$ cat src/rtl/router_pkg.sv
package router_pkg;
  typedef enum logic [1:0] {
    HINT_NONE  = 2'b00,
    HINT_IMM   = 2'b01,
    HINT_SHORT = 2'b10,
    HINT_LONG  = 2'b11
  } hint_e;
endpackage

$ cat src/rtl/router_tag_buf.sv
module router_tag_buf #(
  parameter int DEPTH  = 4,
  parameter int TAG_W  = 6,
  parameter int DATA_W = 32
) (
  input  logic              clk_i,
  input  logic              rst_ni,
  input  logic              wr_en_i,
  input  logic [TAG_W-1:0]  wr_tag_i,
  input  logic [DATA_W-1:0] wr_data_i,
  output logic              full_o,
  input  logic              take_i,
  input  logic [TAG_W-1:0]  lkp_tag_i,
  output logic              hit_o,
  output logic [DATA_W-1:0] hit_data_o
);
  localparam int IDX_W = (DEPTH > 1) ? $clog2(DEPTH) : 1;

  logic [DEPTH-1:0]  vld_q;
  logic [TAG_W-1:0]  tag_q  [DEPTH];
  logic [DATA_W-1:0] data_q [DEPTH];
  logic [IDX_W-1:0]  free_idx, hit_idx;
  logic              hit;

  // lowest free slot and lowest matching slot
  always_comb begin
    free_idx = '0;
    hit_idx  = '0;
    hit      = 1'b0;
    for (int i = DEPTH - 1; i >= 0; i--) begin
      if (!vld_q[i]) free_idx = IDX_W'(i);
      if (vld_q[i] && tag_q[i] == lkp_tag_i) begin
        hit_idx = IDX_W'(i);
        hit     = 1'b1;
      end
    end
  end

  assign full_o     = &vld_q;
  assign hit_o      = hit;
  assign hit_data_o = data_q[hit_idx];

  always_ff @(posedge clk_i or negedge rst_ni) begin
    if (!rst_ni) begin
      vld_q <= '0;
      for (int i = 0; i < DEPTH; i++) begin
        tag_q[i]  <= '0;
        data_q[i] <= '0;
      end
    end else begin
      for (int i = 0; i < DEPTH; i++) begin
        if (take_i && hit && hit_idx == IDX_W'(i)) vld_q[i] <= 1'b0;
        if (wr_en_i && !full_o && free_idx == IDX_W'(i)) begin
          vld_q[i]  <= 1'b1;
          tag_q[i]  <= wr_tag_i;
          data_q[i] <= wr_data_i;
        end
      end
    end
  end
endmodule

$ cat src/rtl/router_bypass_stage.sv
module router_bypass_stage #(
  parameter int TAG_W  = 6,
  parameter int DATA_W = 32
) (
  input  logic              clk_i,
  input  logic              rst_ni,
  input  logic              load_i,
  input  logic [TAG_W-1:0]  tag_i,
  input  logic [DATA_W-1:0] data_i,
  output logic              can_load_o,
  output logic              valid_o,
  input  logic              ready_i,
  output logic [TAG_W-1:0]  tag_o,
  output logic [DATA_W-1:0] data_o
);
  logic              vld_q;
  logic [TAG_W-1:0]  tag_q;
  logic [DATA_W-1:0] data_q;

  assign can_load_o = !vld_q || ready_i;

  always_ff @(posedge clk_i or negedge rst_ni) begin
    if (!rst_ni) begin
      vld_q  <= 1'b0;
      tag_q  <= '0;
      data_q <= '0;
    end else if (load_i && can_load_o) begin
      vld_q  <= 1'b1;
      tag_q  <= tag_i;
      data_q <= data_i;
    end else if (ready_i) begin
      vld_q <= 1'b0;
    end
  end

  assign valid_o = vld_q;
  assign tag_o   = tag_q;
  assign data_o  = data_q;
endmodule

$ cat src/rtl/router_sat_counter.sv
module router_sat_counter #(
  parameter int CNT_W = 8
) (
  input  logic             clk_i,
  input  logic             rst_ni,
  input  logic             inc_i,
  output logic [CNT_W-1:0] cnt_o
);
  logic [CNT_W-1:0] cnt_q;

  always_ff @(posedge clk_i or negedge rst_ni) begin
    if (!rst_ni)                 cnt_q <= '0;
    else if (inc_i && !(&cnt_q)) cnt_q <= cnt_q + 1'b1;
  end

  assign cnt_o = cnt_q;
endmodule

$ cat src/rtl/result_router.sv
module result_router
  import router_pkg::*;
#(
  parameter int DATA_W  = 32,
  parameter int TAG_W   = 6,
  parameter int S_DEPTH = 4,
  parameter int L_DEPTH = 16,
  parameter int CNT_W   = 8
) (
  input  logic              clk_i,
  input  logic              rst_ni,
  input  logic              in_valid_i,
  output logic              in_ready_o,
  input  logic [DATA_W-1:0] in_data_i,
  input  logic [TAG_W-1:0]  in_tag_i,
  input  logic [1:0]        in_hint_i,
  output logic              fwd_valid_o,
  output logic [DATA_W-1:0] fwd_data_o,
  output logic [TAG_W-1:0]  fwd_tag_o,
  output logic              byp_valid_o,
  input  logic              byp_ready_i,
  output logic [DATA_W-1:0] byp_data_o,
  output logic [TAG_W-1:0]  byp_tag_o,
  input  logic              lkp_valid_i,
  input  logic [TAG_W-1:0]  lkp_tag_i,
  output logic              lkp_hit_o,
  output logic [DATA_W-1:0] lkp_data_o,
  output logic [CNT_W-1:0]  demote_cnt_o
);
  hint_e             hint;
  logic              acc, byp_can_load;
  logic              s_full, l_full, s_hit, l_hit;
  logic [DATA_W-1:0] s_data, l_data;
  logic              s_wr, l_wr, demote, byp_load;
  logic              fwd_vld_q;
  logic [DATA_W-1:0] fwd_data_q;
  logic [TAG_W-1:0]  fwd_tag_q;

  assign hint       = hint_e'(in_hint_i);
  assign in_ready_o = byp_can_load;
  assign acc        = in_valid_i && in_ready_o;

  assign s_wr     = acc && hint == HINT_SHORT && !s_full;
  assign l_wr     = acc && hint == HINT_LONG  && !l_full;
  assign demote   = acc && ((hint == HINT_SHORT && s_full) ||
                            (hint == HINT_LONG  && l_full));
  assign byp_load = (acc && hint == HINT_NONE) || demote;

  always_ff @(posedge clk_i or negedge rst_ni) begin
    if (!rst_ni) begin
      fwd_vld_q  <= 1'b0;
      fwd_data_q <= '0;
      fwd_tag_q  <= '0;
    end else begin
      fwd_vld_q <= acc && hint == HINT_IMM;
      if (acc && hint == HINT_IMM) begin
        fwd_data_q <= in_data_i;
        fwd_tag_q  <= in_tag_i;
      end
    end
  end

  assign fwd_valid_o = fwd_vld_q;
  assign fwd_data_o  = fwd_data_q;
  assign fwd_tag_o   = fwd_tag_q;

  router_tag_buf #(.DEPTH(S_DEPTH), .TAG_W(TAG_W), .DATA_W(DATA_W)) u_sbuf (
    .clk_i, .rst_ni,
    .wr_en_i    (s_wr),
    .wr_tag_i   (in_tag_i),
    .wr_data_i  (in_data_i),
    .full_o     (s_full),
    .take_i     (lkp_valid_i),
    .lkp_tag_i  (lkp_tag_i),
    .hit_o      (s_hit),
    .hit_data_o (s_data)
  );

  // long buffer only releases when the short buffer missed
  router_tag_buf #(.DEPTH(L_DEPTH), .TAG_W(TAG_W), .DATA_W(DATA_W)) u_lbuf (
    .clk_i, .rst_ni,
    .wr_en_i    (l_wr),
    .wr_tag_i   (in_tag_i),
    .wr_data_i  (in_data_i),
    .full_o     (l_full),
    .take_i     (lkp_valid_i && !s_hit),
    .lkp_tag_i  (lkp_tag_i),
    .hit_o      (l_hit),
    .hit_data_o (l_data)
  );

  assign lkp_hit_o  = lkp_valid_i && (s_hit || l_hit);
  assign lkp_data_o = s_hit ? s_data : l_data;

  router_bypass_stage #(.TAG_W(TAG_W), .DATA_W(DATA_W)) u_byp (
    .clk_i, .rst_ni,
    .load_i     (byp_load),
    .tag_i      (in_tag_i),
    .data_i     (in_data_i),
    .can_load_o (byp_can_load),
    .valid_o    (byp_valid_o),
    .ready_i    (byp_ready_i),
    .tag_o      (byp_tag_o),
    .data_o     (byp_data_o)
  );

  router_sat_counter #(.CNT_W(CNT_W)) u_cnt (
    .clk_i, .rst_ni,
    .inc_i (demote),
    .cnt_o (demote_cnt_o)
  );
endmodule

$ cat config.mk
export PLATFORM = sky130hd
export DESIGN_NAME = result_router
export DESIGN_NICKNAME = d
export VERILOG_FILES = /design/src/rtl/router_pkg.sv /design/src/rtl/router_tag_buf.sv /design/src/rtl/router_bypass_stage.sv /design/src/rtl/router_sat_counter.sv /design/src/rtl/result_router.sv
export SDC_FILE = /design/constraint.sdc
export NUM_CORES = 2
export LEC_CHECK = 0
export BUFFER_PORTS_ARGS = -buffer_cell sky130_fd_sc_hd__buf_4
export CELL_PAD_IN_SITES_DETAIL_PLACEMENT = 1
export CELL_PAD_IN_SITES_GLOBAL_PLACEMENT = 2
export CORE_ASPECT_RATIO = 1.4
export CORE_UTILIZATION = 46
export CTS_BUF_LIST = sky130_fd_sc_hd__clkbuf_8
export DETAILED_ROUTE_END_ITERATION = 6
export PLACE_DENSITY_LB_ADDON = 0.05
export SYNTH_ARGS = -nofsm -noshare
export SYNTH_HDL_FRONTEND = slang
export SYNTH_SLANG_ARGS = --single-unit
$ cat constraint.sdc
create_clock -name clk_i -period 3.5 [get_ports clk_i]
set_input_delay 0.175 -clock clk_i [delete_from_list [all_inputs] [get_ports clk_i]]
set_output_delay 0.175 -clock clk_i [all_outputs]
set_load 0.05 [all_outputs]
### Word-level counts from Yosys, hierarchy flattened

Index checks and enable logic that the tools add are counted.

| storage, ports and cells | value |
|---|---|
| register bits | 866 |
| logic and storage cells | 356 |
| output and inout bits | 120 |
| bits of input ports | 51 |

| cells by class | value |
|---|---|
| equal/unequal tests | 59 |
| reductions and logical operators | 116 |
| bitwise gates (word level) | 2 |
| $add $sub $neg | 1 |
| multiplexer cells | 109 |
| magnitude comparators | 2 |

Operators by type and width:

| cell | number |
|---|---|
| 32-bit two-way mux | 5 |
| 32-bit binary-select mux with 4-bit select | 1 |
| 4-bit two-way mux | 32 |
| 6-bit equality test | 20 |
| 1-bit logical AND | 78 |
| 32-bit binary-select mux with 2-bit select | 1 |
| 4-bit equality test, second input constant | 16 |
| 1-bit two-way mux | 62 |
| 2-bit nonzero test | 21 |
| 4-bit by 3-bit equality test with 1-bit output, second input constant | 8 |
| 4-bit by 2-bit equality test with 1-bit output, second input constant | 4 |
| 2-bit two-way mux | 8 |
| 16-bit AND reduction | 1 |
| 2-bit equality test, second input constant | 6 |
| 8-bit by 1-bit adder with 8-bit output, second input constant | 1 |
| 4-bit by 1-bit equality test with 1-bit output, second input constant | 2 |
| 4-bit zero test | 2 |
| 8-bit AND reduction | 1 |
| 2-bit by 1-bit equality test with 1-bit output, second input constant | 3 |
| 2-bit zero test | 3 |
| 5-bit >= comparator, second input constant | 1 |
| 1-bit zero test | 5 |
| 4-bit NOT with 5-bit output | 1 |
| 1-bit logical OR | 4 |
| 3 further kinds | 3 |

### Longest topological paths before layout

| depth | value |
|---|---|
| depth in word-level cells | 23 |
| depth in mapped cells | 14 |
| gate-level depth less buffers | 10 |

### Modules after synthesis

A second synthesis with hierarchy kept.

| second synthesis, totals | value |
|---|---|
| cells, all modules | 2828 |
| area total of the unflattened synthesis | 39666.8 µm² |

By module, submodules not included:

| module | area an instance (µm²) | seq. area each (µm²) | cells each | instances |
|---|---|---|---|---|
| router_tag_buf at u_lbuf | 28786.4 | 15615.0 | 2082 | 1 |
| router_tag_buf at u_sbuf | 6975.4 | 3903.7 | 498 | 1 |
| result_router | 1925.6 | 975.9 | 130 | 1 |
| router_bypass_stage | 1551.5 | 975.9 | 84 | 1 |
| router_sat_counter | 427.9 | 200.2 | 34 | 1 |

### Least setup slack after synthesis

OpenSTA, ideal clock, no wires.

| timing path | value |
|---|---|
| path kind | input -> output |
| start point | in lkp_tag_i[5] |
| end point | out lkp_data_o[17] |
| path slack | 0.112 ns |
| stages | 12 |
| data required time | 3.325 ns |
| path buffers | 4 |
| arrival time | 3.213 ns |
| cells stage by stage | buf_4 buf_4 xor2_1 or4_1 a211oi_1 o31ai_1 o2bb2ai_2 buf_6 buf_6 mux2i_1 a211o_1 a31oi_1 |

| on the way | value |
|---|---|
| longest elaborated chain between the ends | 23 |
| elaborated cells on any way between the ends | 73 |
| those cells by class | 20 x eq/ne; 31 x mux; 2 x bitwise; 20 x reduce/logical |

Ends and longest elaborated chain:

| item | RTL line | text |
|---|---|---|
| from (decl) | result_router.sv:25 | `input logic [TAG_W-1:0] lkp_tag_i,` |
| 6-bit equality test | router_tag_buf.sv:32 | `if (vld_q[i] && tag_q[i] == lkp_tag_i) begin` |
| 1-bit logical AND | router_tag_buf.sv:32 |  |
| 4-bit two-way mux (16 in series) | router_tag_buf.sv:32 |  |
| 4-bit NOT with 5-bit output (not written as such) | router_tag_buf.sv:41 | `assign hit_data_o = data_q[hit_idx];` |
| 32-bit binary-select mux with 4-bit select | router_tag_buf.sv:41 |  |
| 32-bit two-way mux (not written as such) (2 in series) | router_tag_buf.sv:41 |  |
| 32-bit two-way mux * | result_router.sv:93 | `assign lkp_data_o = s_hit ? s_data : l_data;` |
| to (decl) | result_router.sv:27 | `output logic [DATA_W-1:0] lkp_data_o,` |

Mark *: on every way between the ends. The rest lies on a longest branch, timed or not. The select of a mux whose other input is x is not followed.

### Worst setup path in the final report

| timing path | value |
|---|---|
| start point | reg u_lbuf.tag_q[6] (netlist bit) |
| end point | out lkp_data_o[7] |

| on the way | value |
|---|---|
| longest elaborated chain between the ends | 22 |

Ends and longest elaborated chain:

| item | RTL line | text |
|---|---|---|
| from (decl) | router_tag_buf.sv:20 | `logic [TAG_W-1:0] tag_q [DEPTH];` |
| from (signal, indexed assignment) | router_tag_buf.sv:55 | `tag_q[i] <= wr_tag_i;` |
| 6-bit equality test | router_tag_buf.sv:32 |  |
| 1-bit logical AND | router_tag_buf.sv:32 |  |
| 4-bit two-way mux (15 in series) | router_tag_buf.sv:32 |  |
| 4-bit NOT with 5-bit output (not written as such) | router_tag_buf.sv:41 |  |
| 32-bit binary-select mux with 4-bit select | router_tag_buf.sv:41 |  |
| 32-bit two-way mux (not written as such) (2 in series) | router_tag_buf.sv:41 |  |
| 32-bit two-way mux | result_router.sv:93 |  |

No other way between the ends. The select of a mux whose other input is x is not followed.

==> results.md <==
* Routed via count at 26,300
* Die Ht at 350 µm
* Adder-Cell Fraction of Synth Area at less than 1%
* Hold WC Path Type: in -> async
* Top_reg_cell synth: dfrtp_1
* DIE WIDTH at between 200 and 300 µm
* Clock buffer depth at 3
* Status: finished, violations left
* Total gr overflow at 0
* 1st-pass router iterations at 5
* Int Power at between 20 and 25 mW
* Synth warn at 0
* Core area at between 0.08 and 0.09 mm²
* Crit Path Max Fanout at 7
* Initial Utilization at 46.4%
* Setup Skew at approximately 0.036 ns
* Syn-to-layout area delta at 22.9%
* Relative slew slack at between 20% and 30%
* Clk sink count at between 800 and 900
* Failing checks: negative setup slack
* F_max at 234 MHz
* Clk root buf: clkbuf_8
* Sw Share at between 30% and 40%
* Clock share of power at roughly a quarter
* Fin nets at ~3,500
* Final core occ at between 50% and 60%
* DP Worst Slack at -0.508 ns
* Setup Crit Path Kind: reg -> out
* Vias in the first global route at about 30,000
* Clock Pin Slew Worst Setup and Hold Paths at approximately 0.06 ns
* Die ar. at around 0.088 mm²
* # rows at approximately 130
* Initial drt markers at ~1,200
* Synthesis-stage register bit count at between 800 and 900
* Seq/Total Area, Yosys at 54.5%
* Post-synthesis xor/xnor area fraction at approximately 2.8%
* All-Layer GR Usage at 28.9%
* Multiplexer share of the synthesized area at 31.5%
* Critical path arrival at 4.11 ns
* Sequential Power Share at 42.1%
* Port Buffers at 170
* Final hold slack at 0.0768 ns
* Pins Over Slew Limit at 0
* Number of synthesized flops with an enable pin at 0
* Syn Nets at approximately 3,000
* Main combinational cell family by area after synthesis: multiplexers
* WL/cell at 27.0 µm
* Clk Latency, worst-skew pair at 0.82 ns
* Vias/cell at roughly 5.7
* Mean post-synth cell area at around 13 µm²
* Post-route DRC at 0
* DRT antenna net count at 0
* Clock buffer count from CTS at 141
* Async S/R FF share, synth at 100%
* Tmin final at 4.28 ns
* Worst-Margin Slew at 1.15 ns
* Synth Area in Compound Gates at between 3 and 4%
* Crit path launch type: flip-flop
* First-pass GRT wire length at about 190,000 µm
* Initial antenna violation count at 3
* Combinational power share at 31.9%
* GPL Wtd Cong at roughly 0.85
* Synth cell types at 53
* Simple-gate share of the synthesized area at 4.55%
* Setup_tns at -22.89 ns
* Critical Path RT at about 3.3 ns
* Share of cells above drive strength 1 at between 40% and 50%
* PD cells at approximately 670 mW/mm²
* Leak at between 20 and 25 nW
* Net Switching at about 11 mW
* H-tree depth at 4
* Max_cap viols at 0
* Detailed placement HPWL at 77,300 µm
* I/O pin count at ~170
* Final setup margin at -0.781 ns
* Synthesized cell area at a little under 0.04 mm²
* Unrepaired setup endpoints after global routing: true
* CTS tree: yes
* Pin count of the biggest net entering global routing at 104
* Fin crit share at 122%
* Final setup fails at 32
* Setup crit end kind: output pin
* Final hold violations at 0
* Tot Pwr at 32.5 mW
* Max IR drop VDD at ~540 µV
* Post-Syn Instances at 2,993
* Drt total wl at roughly 120,000 µm
==> cell usage after synthesis (23+ instances only) <==
library cell / instances / area share [%]
nor2_1: 91 / 0.86
dfrtp_1: 866 / 55
nor4_1: 47 / 0.74
mux2_2: 800 / 23
nand4_1: 27 / 0.43
xor2_1: 62 / 1.4
a21oi_1: 34 / 0.43
clkbuf_1: 179 / 1.7
o22ai_1: 57 / 0.90
a22oi_1: 30 / 0.57
mux2i_1: 346 / 8.7
nand2_1: 155 / 1.5
xnor2_1: 65 / 1.4
buf_1: 23 / 0.22
o22a_1: 26 / 0.57
==> through the flow <==
| stage | instances | area, µm² |
|---|---|---|
| final | 4597 | 48800 |
| after floorplan | 2993 | 39700 |
| after CTS | 4576 | 48300 |
| after global placement | 4235 | 43800 |
| after global routing | 4597 | 48800 |
| after detailed placement | 4235 | 43800 |
==> state kept, by name, summed over array words and instances (netlist names) <==
name / cells
u_byp.tag_o: 6
u_cnt.cnt_o: 8
u_byp.valid_o: 1
fwd_valid_o: 1
fwd_tag_o: 6
u_sbuf.data_q: 128
u_byp.data_o: 32
u_lbuf.tag_q: 96
u_sbuf.vld_q: 4
u_lbuf.data_q: 512
u_lbuf.vld_q: 16
fwd_data_o: 32
u_sbuf.tag_q: 24
==> placed cells by master, fill, tap and decap left out, types with 8 or more instances in the layout <==
| master | netlist | layout |
|---|---|---|
| a21oi_1 | 34 | 10 |
| a21oi_2 | 0 | 20 |
| a22oi_1 | 30 | 22 |
| a22oi_2 | 0 | 8 |
| buf_12 | 0 | 68 |
| buf_4 | 21 | 327 |
| buf_6 | 19 | 48 |
| buf_8 | 0 | 21 |
| clkbuf_8 | 0 | 168 |
| clkinvlp_4 | 0 | 8 |
| dfrtp_1 | 866 | 865 |
| dlygate4sd3_1 | 0 | 45 |
| inv_1 | 11 | 66 |
| mux2_2 | 800 | 800 |
| mux2i_1 | 346 | 320 |
| mux2i_2 | 0 | 18 |
| mux2i_4 | 0 | 8 |
| nand2_1 | 155 | 143 |
| nand2_2 | 0 | 12 |
| nand4_1 | 27 | 27 |
| nor2_1 | 91 | 82 |
| nor2b_1 | 10 | 9 |
| nor4_1 | 47 | 13 |
| nor4_2 | 4 | 32 |
| o21ai_1 | 18 | 17 |
| o22a_1 | 26 | 26 |
| o22ai_1 | 57 | 54 |
| xnor2_1 | 65 | 63 |
| xor2_1 | 62 | 62 |
==> routing by layer <==
metal | GRT usage (%) | part of all wire, % | up-vias | routed length (µm)
li1 | - | - | 11500 | -
met1 | 34.9 | 41 | 14000 | 50500
met2 | 51.2 | 52 | 542 | 64800
met3 | 4.35 | 3.4 | 246 | 4280
met4 | 12.2 | 3.7 | 4 | 4590
met5 | 0 | 0.023 | - | 28
==> logic make-up (layout without fill, tap and decap cells) <==
kind of cell	after synthesis	in the layout
muxes	1148	1148
DFF	866	866
and+or+nand+nor	382	382
buffers and inverters	267	774
AOI/OAI and AO/OA	202	202
xor gates and xnor gates	127	127
adders and majority gates	1	1
other	0	1
==> power groups by stage <==
stage / registers [mW] / logic (mW) / clock network [mW]
2_1_floorplan: 14.3 / 5.50 / 0
3_3_place_gp: 13.6 / 9.14 / 0
3_5_place_dp: 13.8 / 9.38 / 0
4_1_cts: 13.6 / 10.2 / 8.70
5_1_grt: 13.9 / 11.0 / 9.10
6_report: 13.7 / 10.4 / 8.47
==> worst paths after layout <==
kind,cells past startpoint,start,endpoint,slack [ns]
max,16,u_lbuf.tag_q[6],lkp_data_o[7],-0.78
min,2,rst_ni,u_lbuf.data_q[443],0.08
max reg2reg,12,u_lbuf.tag_q[6],u_lbuf.vld_q[2],0.25
min reg2reg,2,fwd_data_o[29],fwd_data_o[29],0.47
max in group asynchronous,3,rst_ni,u_lbuf.data_q[479],2.29
min in group clk_i,4,in_valid_i,fwd_valid_o,0.22
==> worst max-delay path: stages (launching register included) <==
cell and delay [ns]:
dfrtp_1 0.40, xnor2_2 0.16, nand4_1 0.14, or4_4 0.45, a211oi_2 0.28, o31ai_4 0.11, o2bb2ai_4 0.24, buf_12 0.19
buf_12 0.13, buf_12 0.13, buf_12 0.13, buf_4 0.13, mux2i_1 0.13, nor2_2 0.20, nor4_4 0.06, a21oi_2 0.22
buf_6 0.19
==> final cells by class <==
class	count	area [µm²]
Fill cell	8300	36800
Multi-Input combinational cell	1860	17700
Inverter	11	41.3
Timing Repair Buffer	518	5370
Tap cell	1096	1370
Clock inverter	77	360
Sequential cell	866	21700
Antenna cell	1	2.50
Clock buffer	168	2310
==> what timing repair did <==
item	4_1_cts	5_1_grt
cloned	6	2
setup endpoints to repair	33	51
hold buffers	45	0
pin swaps	64	70
resized for setup	165	92
hold endpoints to repair	918	0
buffers inserted	45	26
Power figures use the tool's default switching activity.
